[src/rtl/uif_pkg.sv]
package uif_pkg;

    // Register offsets; software decodes the identification code values.
    localparam int OFS_DATA = 0;
    localparam int OFS_ENAB = 1;
    localparam int OFS_IDENT = 2;
    localparam int OFS_GATE = 4;

    // Bit positions inside the enable and gate registers.
    localparam int EN_RX_BIT = 0;
    localparam int EN_TX_BIT = 1;
    localparam int GATE_BIT = 3;
    localparam int ENAB_W = 2;

    // Identification codes.
    localparam int CODE_NONE = 1;
    localparam int CODE_TX = 2;
    localparam int CODE_RX = 4;

    typedef enum logic {
        RX_QUIET,
        RX_HOLDING
    } rx_state_t;

    typedef enum logic {
        TX_QUIET,
        TX_PENDING
    } tx_state_t;

endpackage

[src/rtl/uif_rx_track.sv]
module uif_rx_track
    import uif_pkg::*;
(
    input  logic clk,
    input  logic rst_n,
    input  logic arrive,
    input  logic take,
    output logic pending
);

    rx_state_t state_q;
    rx_state_t state_d;

    // Next-state selection.
    always_comb begin
        state_d = state_q;
        unique case (state_q)
            RX_QUIET: begin
                if (arrive) begin
                    state_d = RX_HOLDING;
                end
            end
            RX_HOLDING: begin
                // A fresh arrival in the read cycle keeps the condition alive.
                if (take && !arrive) begin
                    state_d = RX_QUIET;
                end
            end
            default: state_d = RX_QUIET;
        endcase
    end

    // State register.
    always_ff @(posedge clk or negedge rst_n) begin
        if (!rst_n) begin
            state_q <= RX_QUIET;
        end else begin
            state_q <= state_d;
        end
    end

    // Outputs.
    always_comb begin
        unique case (state_q)
            RX_HOLDING: pending = 1'b1;
            default:    pending = 1'b0;
        endcase
    end

endmodule

[src/rtl/uif_tx_track.sv]
module uif_tx_track
    import uif_pkg::*;
(
    input  logic clk,
    input  logic rst_n,
    input  logic tx_empty,
    input  logic en_on,
    input  logic ack,
    input  logic load,
    output logic pending
);

    tx_state_t state_q;
    tx_state_t state_d;
    logic      empty_q;
    logic      empty_rise;
    logic      clear;

    // Edge detector on the empty level.
    always_ff @(posedge clk or negedge rst_n) begin
        if (!rst_n) begin
            empty_q <= 1'b0;
        end else begin
            empty_q <= tx_empty;
        end
    end

    assign empty_rise = tx_empty && !empty_q;
    assign clear      = ack || load;

    // Next-state selection; a clear outranks any set in the same cycle.
    always_comb begin
        state_d = state_q;
        unique case (state_q)
            TX_QUIET: begin
                if (!clear && (empty_rise || en_on)) begin
                    state_d = TX_PENDING;
                end
            end
            TX_PENDING: begin
                if (clear) begin
                    state_d = TX_QUIET;
                end
            end
            default: state_d = TX_QUIET;
        endcase
    end

    // State register.
    always_ff @(posedge clk or negedge rst_n) begin
        if (!rst_n) begin
            state_q <= TX_QUIET;
        end else begin
            state_q <= state_d;
        end
    end

    // Outputs.
    always_comb begin
        unique case (state_q)
            TX_PENDING: pending = 1'b1;
            default:    pending = 1'b0;
        endcase
    end

endmodule

[src/rtl/uif_ctrl_regs.sv]
module uif_ctrl_regs
    import uif_pkg::*;
#(
    parameter int DATA_W = 8
) (
    input  logic                clk,
    input  logic                rst_n,
    input  logic                enab_wr,
    input  logic                gate_wr,
    input  logic [DATA_W-1:0]   wr_data,
    input  logic                tx_empty,
    output logic [ENAB_W-1:0]   enab,
    output logic [DATA_W-1:0]   gate_reg,
    output logic                tx_en_on
);

    logic [ENAB_W-1:0] enab_q;
    logic [DATA_W-1:0] gate_q;

    always_ff @(posedge clk or negedge rst_n) begin
        if (!rst_n) begin
            enab_q <= '0;
        end else if (enab_wr) begin
            enab_q <= wr_data[ENAB_W-1:0];
        end
    end

    always_ff @(posedge clk or negedge rst_n) begin
        if (!rst_n) begin
            gate_q <= '0;
        end else if (gate_wr) begin
            gate_q <= wr_data;
        end
    end

    // Transmit enable switching on while the holding register is empty.
    assign tx_en_on = enab_wr && wr_data[EN_TX_BIT] && !enab_q[EN_TX_BIT] && tx_empty;
    assign enab     = enab_q;
    assign gate_reg = gate_q;

endmodule

[src/rtl/uif_iir_encode.sv]
module uif_iir_encode
    import uif_pkg::*;
#(
    parameter int DATA_W = 8
) (
    input  logic              rx_vis,
    input  logic              tx_vis,
    output logic [DATA_W-1:0] code
);

    // Receive outranks transmit-empty.
    always_comb begin
        unique casez ({rx_vis, tx_vis})
            2'b1?:   code = DATA_W'(CODE_RX);
            2'b01:   code = DATA_W'(CODE_TX);
            default: code = DATA_W'(CODE_NONE);
        endcase
    end

endmodule

[src/rtl/uif_top.sv]
module uif_top
    import uif_pkg::*;
#(
    parameter int ADDR_W = 3,
    parameter int DATA_W = 8
) (
    input  logic              clk,
    input  logic              rst_n,
    input  logic [ADDR_W-1:0] addr,
    input  logic              rd_en,
    input  logic              wr_en,
    input  logic [DATA_W-1:0] wr_data,
    output logic [DATA_W-1:0] rd_data,
    input  logic [DATA_W-1:0] rx_byte,
    input  logic              rx_arrive,
    input  logic              tx_empty,
    output logic              irq
);

    localparam logic [ADDR_W-1:0] A_DATA  = ADDR_W'(OFS_DATA);
    localparam logic [ADDR_W-1:0] A_ENAB  = ADDR_W'(OFS_ENAB);
    localparam logic [ADDR_W-1:0] A_IDENT = ADDR_W'(OFS_IDENT);
    localparam logic [ADDR_W-1:0] A_GATE  = ADDR_W'(OFS_GATE);
    localparam logic [DATA_W-1:0] C_TX    = DATA_W'(CODE_TX);

    logic              rx_pend;
    logic              tx_pend;
    logic              rx_vis;
    logic              tx_vis;
    logic [ENAB_W-1:0] enab;
    logic [DATA_W-1:0] gate_reg;
    logic [DATA_W-1:0] iir;
    logic              tx_en_on;
    logic              rx_take;
    logic              tx_ack;
    logic              tx_load;
    logic              enab_wr;
    logic              gate_wr;

    // Access decode.
    assign rx_take = rd_en && (addr == A_DATA);
    assign tx_load = wr_en && (addr == A_DATA);
    assign enab_wr = wr_en && (addr == A_ENAB);
    assign gate_wr = wr_en && (addr == A_GATE);
    assign tx_ack  = rd_en && (addr == A_IDENT) && (iir == C_TX);

    uif_ctrl_regs #(.DATA_W(DATA_W)) u_regs (
        .clk      (clk),
        .rst_n    (rst_n),
        .enab_wr  (enab_wr),
        .gate_wr  (gate_wr),
        .wr_data  (wr_data),
        .tx_empty (tx_empty),
        .enab     (enab),
        .gate_reg (gate_reg),
        .tx_en_on (tx_en_on)
    );

    uif_rx_track u_rx (
        .clk     (clk),
        .rst_n   (rst_n),
        .arrive  (rx_arrive),
        .take    (rx_take),
        .pending (rx_pend)
    );

    uif_tx_track u_tx (
        .clk      (clk),
        .rst_n    (rst_n),
        .tx_empty (tx_empty),
        .en_on    (tx_en_on),
        .ack      (tx_ack),
        .load     (tx_load),
        .pending  (tx_pend)
    );

    assign rx_vis = rx_pend && enab[EN_RX_BIT];
    assign tx_vis = tx_pend && enab[EN_TX_BIT];

    uif_iir_encode #(.DATA_W(DATA_W)) u_enc (
        .rx_vis (rx_vis),
        .tx_vis (tx_vis),
        .code   (iir)
    );

    // Read multiplexer.
    always_comb begin
        rd_data = '0;
        if (rd_en) begin
            case (addr)
                A_DATA:  rd_data = rx_byte;
                A_ENAB:  rd_data = DATA_W'(enab);
                A_IDENT: rd_data = iir;
                A_GATE:  rd_data = gate_reg;
                default: rd_data = '0;
            endcase
        end
    end

    assign irq = gate_reg[GATE_BIT] && (rx_vis || tx_vis);

endmodule

[config.mk]
export PLATFORM = sky130hd
export DESIGN_NAME = uif_top
export DESIGN_NICKNAME = d
export VERILOG_FILES = /design/src/rtl/uif_pkg.sv /design/src/rtl/uif_rx_track.sv /design/src/rtl/uif_tx_track.sv /design/src/rtl/uif_ctrl_regs.sv /design/src/rtl/uif_iir_encode.sv /design/src/rtl/uif_top.sv
export SDC_FILE = /design/constraint.sdc
export NUM_CORES = 1
export LEC_CHECK = 0
export ABC_AREA = 1
export BUFFER_PORTS_ARGS = -buffer_cell sky130_fd_sc_hd__buf_4
export CORE_MARGIN = 10
export CORE_UTILIZATION = 30
export DETAILED_ROUTE_END_ITERATION = 6
export GPL_ROUTABILITY_DRIVEN = 0
export GPL_TIMING_DRIVEN = 0
export PLACE_DENSITY = 0.59
export SYNTH_ARGS = -nofsm -noshare
export SYNTH_HDL_FRONTEND = slang
export SYNTH_HIERARCHICAL = 1
export SYNTH_SLANG_ARGS = --single-unit
[constraint.sdc]
create_clock -name clk -period 1.05 [get_ports clk]
set_input_delay 0.0525 -clock clk [delete_from_list [all_inputs] [get_ports clk]]
set_output_delay 0.0525 -clock clk [all_outputs]
set_load 0.05 [all_outputs]
== Yosys cells after proc, flatten, opt, wreduce, memory -nomap -nowiden ==
Index checks and enable logic that the tools add are counted.

* Register bits after elaboration: 13
* Input port bits: 25
* Output and inout port bits: 9
* Word-level logic and storage cells: 46

* Equal/unequal tests: 5
* Muxes and demuxes: 11
* Bitwise gates (word level): 2
* Reduce and logical (&&, ||, !) cells: 23

{| class="wikitable"
|+ Operators by type and width
! cell !! count
|-
| 8-bit one-hot mux with 4 select lines || 1
|-
| 1-bit logical AND || 15
|-
| 8-bit by 2-bit == test with 1-bit output (second input constant) || 1
|-
| 8-bit 2-to-1 mux || 1
|-
| 1-bit 2-to-1 mux || 6
|-
| 3-bit one-hot mux with 2 select lines || 1
|-
| 1-bit zero test || 4
|-
| 1-bit one-hot mux with 2 select lines || 2
|-
| 3-bit by 1-bit == test with 1-bit output (second input constant) || 1
|-
| 3-bit by 2-bit == test with 1-bit output (second input constant) || 1
|-
| 3-bit == test (second input constant) || 1
|-
| 3-bit zero test || 1
|-
| 1-bit logical OR || 3
|-
| 2-bit by 1-bit == test with 1-bit output (second input constant) || 1
|-
| 1-bit inverter || 2
|}

== Longest topological paths before layout ==
* Word-level depth: 11
* Gate-level depth with buffers: 9

== Cells and area by module ==
The synthesis kept the hierarchy.

{| class="wikitable"
|+ Modules (own cells, without submodules)
! module !! times used !! cells an instance !! area an instance (um2) !! seq. area each (um2)
|-
| uif_top || 1 || 78 || 396.6 || 0.0
|-
| uif_ctrl_regs || 1 || 46 || 392.9 || 250.2
|-
| uif_tx_track || 1 || 9 || 77.6 || 50.0
|-
| uif_iir_encode || 1 || 10 || 56.3 || 0.0
|-
| uif_rx_track || 1 || 5 || 40.0 || 25.0
|}

== Least setup slack after synthesis ==
Ideal clock, no wire load.

* Path type: register -> output
* From: reg u_regs.enab_q[1], in the netlist u_regs/enab[1]
* To: out irq
* Data arrival time: 1.568 ns
* Slack: -0.570 ns
* Stages on the path, launching flop included: 3
* Path buffers: 0
* Cells stage by stage: dfrtp_1 nand2_1 a21boi_0

* Word-level cells in the longest chain between the ends: 3

{| class="wikitable"
|+ RTL lines
! element !! RTL line !! source
|-
| start: declaration || uif_ctrl_regs.sv:17 || <nowiki>logic [ENAB_W-1:0] enab_q;</nowiki>
|-
| start signal: assignment || uif_ctrl_regs.sv:24 || <nowiki>enab_q <= wr_data[ENAB_W-1:0];</nowiki>
|-
| 1-bit logical AND || uif_top.sv:78 || <nowiki>assign tx_vis = tx_pend && enab[EN_TX_BIT];</nowiki>
|-
| 1-bit logical OR || uif_top.sv:100 || <nowiki>assign irq = gate_reg[GATE_BIT] && (rx_vis || tx_vis);</nowiki>
|-
| 1-bit logical AND || uif_top.sv:100 ||
|-
| end: declaration || uif_top.sv:17 || <nowiki>output logic irq</nowiki>
|}

Every way passes these cells.

== Worst setup path after layout ==
* From: reg u_regs.enab_q[0], in the netlist u_regs/enab[0]
* To: out rd_data[1]

* Word-level cells in the longest chain between the ends: 5

{| class="wikitable"
|+ RTL lines
! element !! RTL line !! source
|-
| 1-bit logical AND (*) || uif_top.sv:77 || <nowiki>assign rx_vis = rx_pend && enab[EN_RX_BIT];</nowiki>
|-
| via rx_vis || uif_top.sv:28 || <nowiki>logic rx_vis;</nowiki>
|-
| 2-bit by 1-bit == test with 1-bit output || uif_iir_encode.sv:13 || <nowiki>unique casez ({rx_vis, tx_vis})</nowiki>
|-
| 3-bit one-hot mux with 2 select lines (*) || uif_iir_encode.sv:13 ||
|-
| via iir[1] || uif_top.sv:32 || <nowiki>logic [DATA_W-1:0] iir;</nowiki>
|-
| 8-bit one-hot mux with 4 select lines (*) || uif_top.sv:90 || <nowiki>case (addr)</nowiki>
|-
| 8-bit 2-to-1 mux (*) || uif_top.sv:89 || <nowiki>if (rd_en) begin</nowiki>
|-
| end: declaration || uif_top.sv:13 || <nowiki>output logic [DATA_W-1:0] rd_data,</nowiki>
|}

The timed path passes the listed nets; every way through them passes the cells marked *.

==> metrics <==
register area share after synthesis 33.77%; synthesis-stage register bit count 13; overall die area 0.005878 mm^2; minimum clock period after layout 1453 ps; global-route usage over all layers 9.792%; standard-cell row count 20; critical path startpoint u_regs/enab[0]; Detail Placement HPWL 2.150 mm; Mapped Cells 148; most common library cells after synthesis sky130_fd_sc_hd__nand2_1, sky130_fd_sc_hd__nand3_1, sky130_fd_sc_hd__inv_1, sky130_fd_sc_hd__nor2_1, sky130_fd_sc_hd__dfrtp_1; violated checks setup timing; remaining routing DRC violations 0; synth-to-layout area growth 70.52%; area after detailed placement 0.001304 mm^2; worst path setup slack after routing -403.3 ps; Max Buffers Root-to-Sink 2; number of buffers created by CTS 3; Critical Path AT 1400 ps; Post-Layout Inst Area 0.001643 mm^2; share of power burned in registers 38.1%; crit end category output port; net switching power 0.5599 mW; count of flip-flops with a built-in enable after synthesis 0; post-route fraction of the period consumed by the critical path 138.4%; top-area cell type share of the netlist area 33.77%; total internal power 1.102 mW; top post-synthesis cells by area sky130_fd_sc_hd__dfrtp_1, sky130_fd_sc_hd__nand2_1, sky130_fd_sc_hd__nand3_1, sky130_fd_sc_hd__inv_1, sky130_fd_sc_hd__nor2_1; final max-slew violation count 0; async set or reset register ratio after synthesis 100.0%; unrepaired setup endpoints after global routing true; Netlist cell types 16; largest net degree at the start of global routing 14; CTS tree yes; Worst-Skew Late Latency 270 ps; antenna violations before repair 0; Clock Skews 0.1960 ps; Final Routed Wirelength 2.851 mm; Syn Area/Cell 6.510 um^2; switching share of power 33.70%; Total Nets Final 240; DR iter-0 viols 97; LEAKAGE 0.8750 nW; most common cell in the synthesized netlist sky130_fd_sc_hd__nand2_1; share of power burned in combinational logic 43.9%; Clock power frac 17.9%; Least-Margin Pin Slew 544.4 ps; via count of the first global-routing pass 1167; outcome finished, violations left; boundary pin count 34; count of yosys warnings during synthesis 6; critical path startpoint category flop; Rel. slew slack 63.37%; synthesized cell area 963.4 um^2; fraction of final layout cells with drive strength greater than 1 41.12%; main flop type after synthesis sky130_fd_sc_hd__dfrtp_1; flip-flop count of the largest register after layout 8; CTS sink cnt 13; pre-CTS setup slack -328.1 ps; wire length of the first global-routing pass 5.009 mm; Initial Utilization 31.56%; count of maximum capacitance violations 0; total vias in the final route 1138; input/output buffers 33; Reg-to-Reg Start u_regs/enab[0]; final core area utilization 53.81%; Clock Tree Root sky130_fd_sc_hd__clkbuf_4; power density cells 1011 mW/mm^2; drt via density 4.411; number of nets still failing antenna checks after routing 0; antenna diode instance count 0; die outline width 76.67 um; drt wl/cell 11.05 um; crit-path max FO 3; detailed-router iteration count before antenna repair 4; Fmax achieved 688.1 MHz; total gr overflow 0; type of the worst setup path reg -> out; dominant cell type by area after synthesis sky130_fd_sc_hd__dfrtp_1; final hold violation count 0; Finish-stage setup viols 10; Clock H-tree levels 1; WP data required 1000 ps; highest ir drop seen on vdd 0.7732 mV; number of cells on the worst reg-to-reg path 10; vertical die dimension 76.67 um; worst hold-check path type in -> async; Floorplan Core Area 0.003053 mm^2; register clock-pin slew on the reported worst setup and hold paths 70 ps
==> power groups by stage <==
| stage | Sequential (mW) | Clock [mW] | Combinational (mW) |
|---|---|---|---|
| 4_1_cts | 0.633 | 0.313 | 0.656 |
| 3_3_place_gp | 0.644 | 0 | 0.487 |
| 5_1_grt | 0.643 | 0.343 | 0.805 |
| 6_report | 0.634 | 0.298 | 0.730 |
| 3_5_place_dp | 0.648 | 0 | 0.490 |
| 2_1_floorplan | 0.625 | 0 | 0.327 |
==> per-layer routing <==
metal | track usage [%] | share of wire [%]
met4 | 2.230 | 0.67
met1 | 11.85 | 47
met3 | 2.448 | 6.0
met2 | 16.86 | 46
met5 | 0 | 0
==> placed cells by master, fill, tap and decap left out <==
cell type,instances
sky130_fd_sc_hd__clkbuf_1,1
sky130_fd_sc_hd__clkbuf_8,2
sky130_fd_sc_hd__buf_6,8
sky130_fd_sc_hd__buf_4,43
sky130_fd_sc_hd__nor2_4,4
sky130_fd_sc_hd__clkbuf_4,3
sky130_fd_sc_hd__conb_1,5
sky130_fd_sc_hd__clkinvlp_4,1
sky130_fd_sc_hd__nand3_1,22
sky130_fd_sc_hd__nand4_1,9
sky130_fd_sc_hd__dfrtp_1,13
sky130_fd_sc_hd__nor4_2,1
sky130_fd_sc_hd__inv_2,9
sky130_fd_sc_hd__nand3_2,2
sky130_fd_sc_hd__inv_1,11
sky130_fd_sc_hd__buf_8,4
sky130_fd_sc_hd__nor2_2,4
sky130_fd_sc_hd__nor4_1,1
sky130_fd_sc_hd__nand2_2,4
sky130_fd_sc_hd__a21boi_2,1
sky130_fd_sc_hd__nand2_1,44
sky130_fd_sc_hd__dlygate4sd3_1,11
sky130_fd_sc_hd__nor2_1,9
sky130_fd_sc_hd__a21oi_2,1
sky130_fd_sc_hd__clkbuf_2,1
==> cells by family after synthesis <==
kind of cell | count (synthesis) | synth area share [%]
simple gates | 100 | 45.71
other cells | 1 | 0.3892
buf+inv | 32 | 18.83
compound gates | 2 | 1.298
flops | 13 | 33.77
==> critical path: stages, from the launching register on <==
cell                      delay, ps
sky130_fd_sc_hd__dfrtp_1        400
sky130_fd_sc_hd__nand2_2         80
sky130_fd_sc_hd__inv_2           50
sky130_fd_sc_hd__nor2_1         100
sky130_fd_sc_hd__nand4_1        120
sky130_fd_sc_hd__nand2_1        110
sky130_fd_sc_hd__nor2_2          50
sky130_fd_sc_hd__nor2_4          80
sky130_fd_sc_hd__buf_8          150
==> timing repair <==
item | CTS | global route
buffers inserted | 10 | 6
resized for setup | 20 | 14
endpoints found under the setup margin | 10 | 14
pin swaps | 19 | 13
hold buffers | 11 | 0
endpoints found under the hold margin | 24 | 0
==> final cells by class <==
cell class / count / area [um^2]
Buffer: 11 / 103.9
Clock buffer: 4 / 26.28
Fill cell: 303 / 1410
Inverter: 21 / 82.58
Multi-Input combinational cell: 107 / 538.0
Sequential cell: 13 / 325.3
Tap cell: 44 / 55.05
Timing Repair Buffer: 58 / 511.7
==> worst paths after layout <==
check | end | slack [ps]
min | u_regs/enab[0] | 150
min reg2reg | u_regs/gate_reg[1] | 490
min in group clk | u_tx/state_q | 190
max reg2reg | u_tx/state_q | -200
max | rd_data[1] | -400
max in group asynchronous | u_tx/empty_q | 740
==> per-stage QoR <==
stage / TNS (ps) / hold slack, ps / cells / power [mW]
floorplan: -319.6 / -243.1 / 152 / 0.9525
detailed placement: -2940 / -97.37 / 229 / 1.138
global placement: -2892 / -97.90 / 229 / 1.130
finish: -1893 / 152.8 / 258 / 1.661
global route: -2960 / 164.2 / 258 / 1.792
CTS: -1962 / 148.4 / 253 / 1.601
Note: power is estimated with default switching activity, not from simulation.
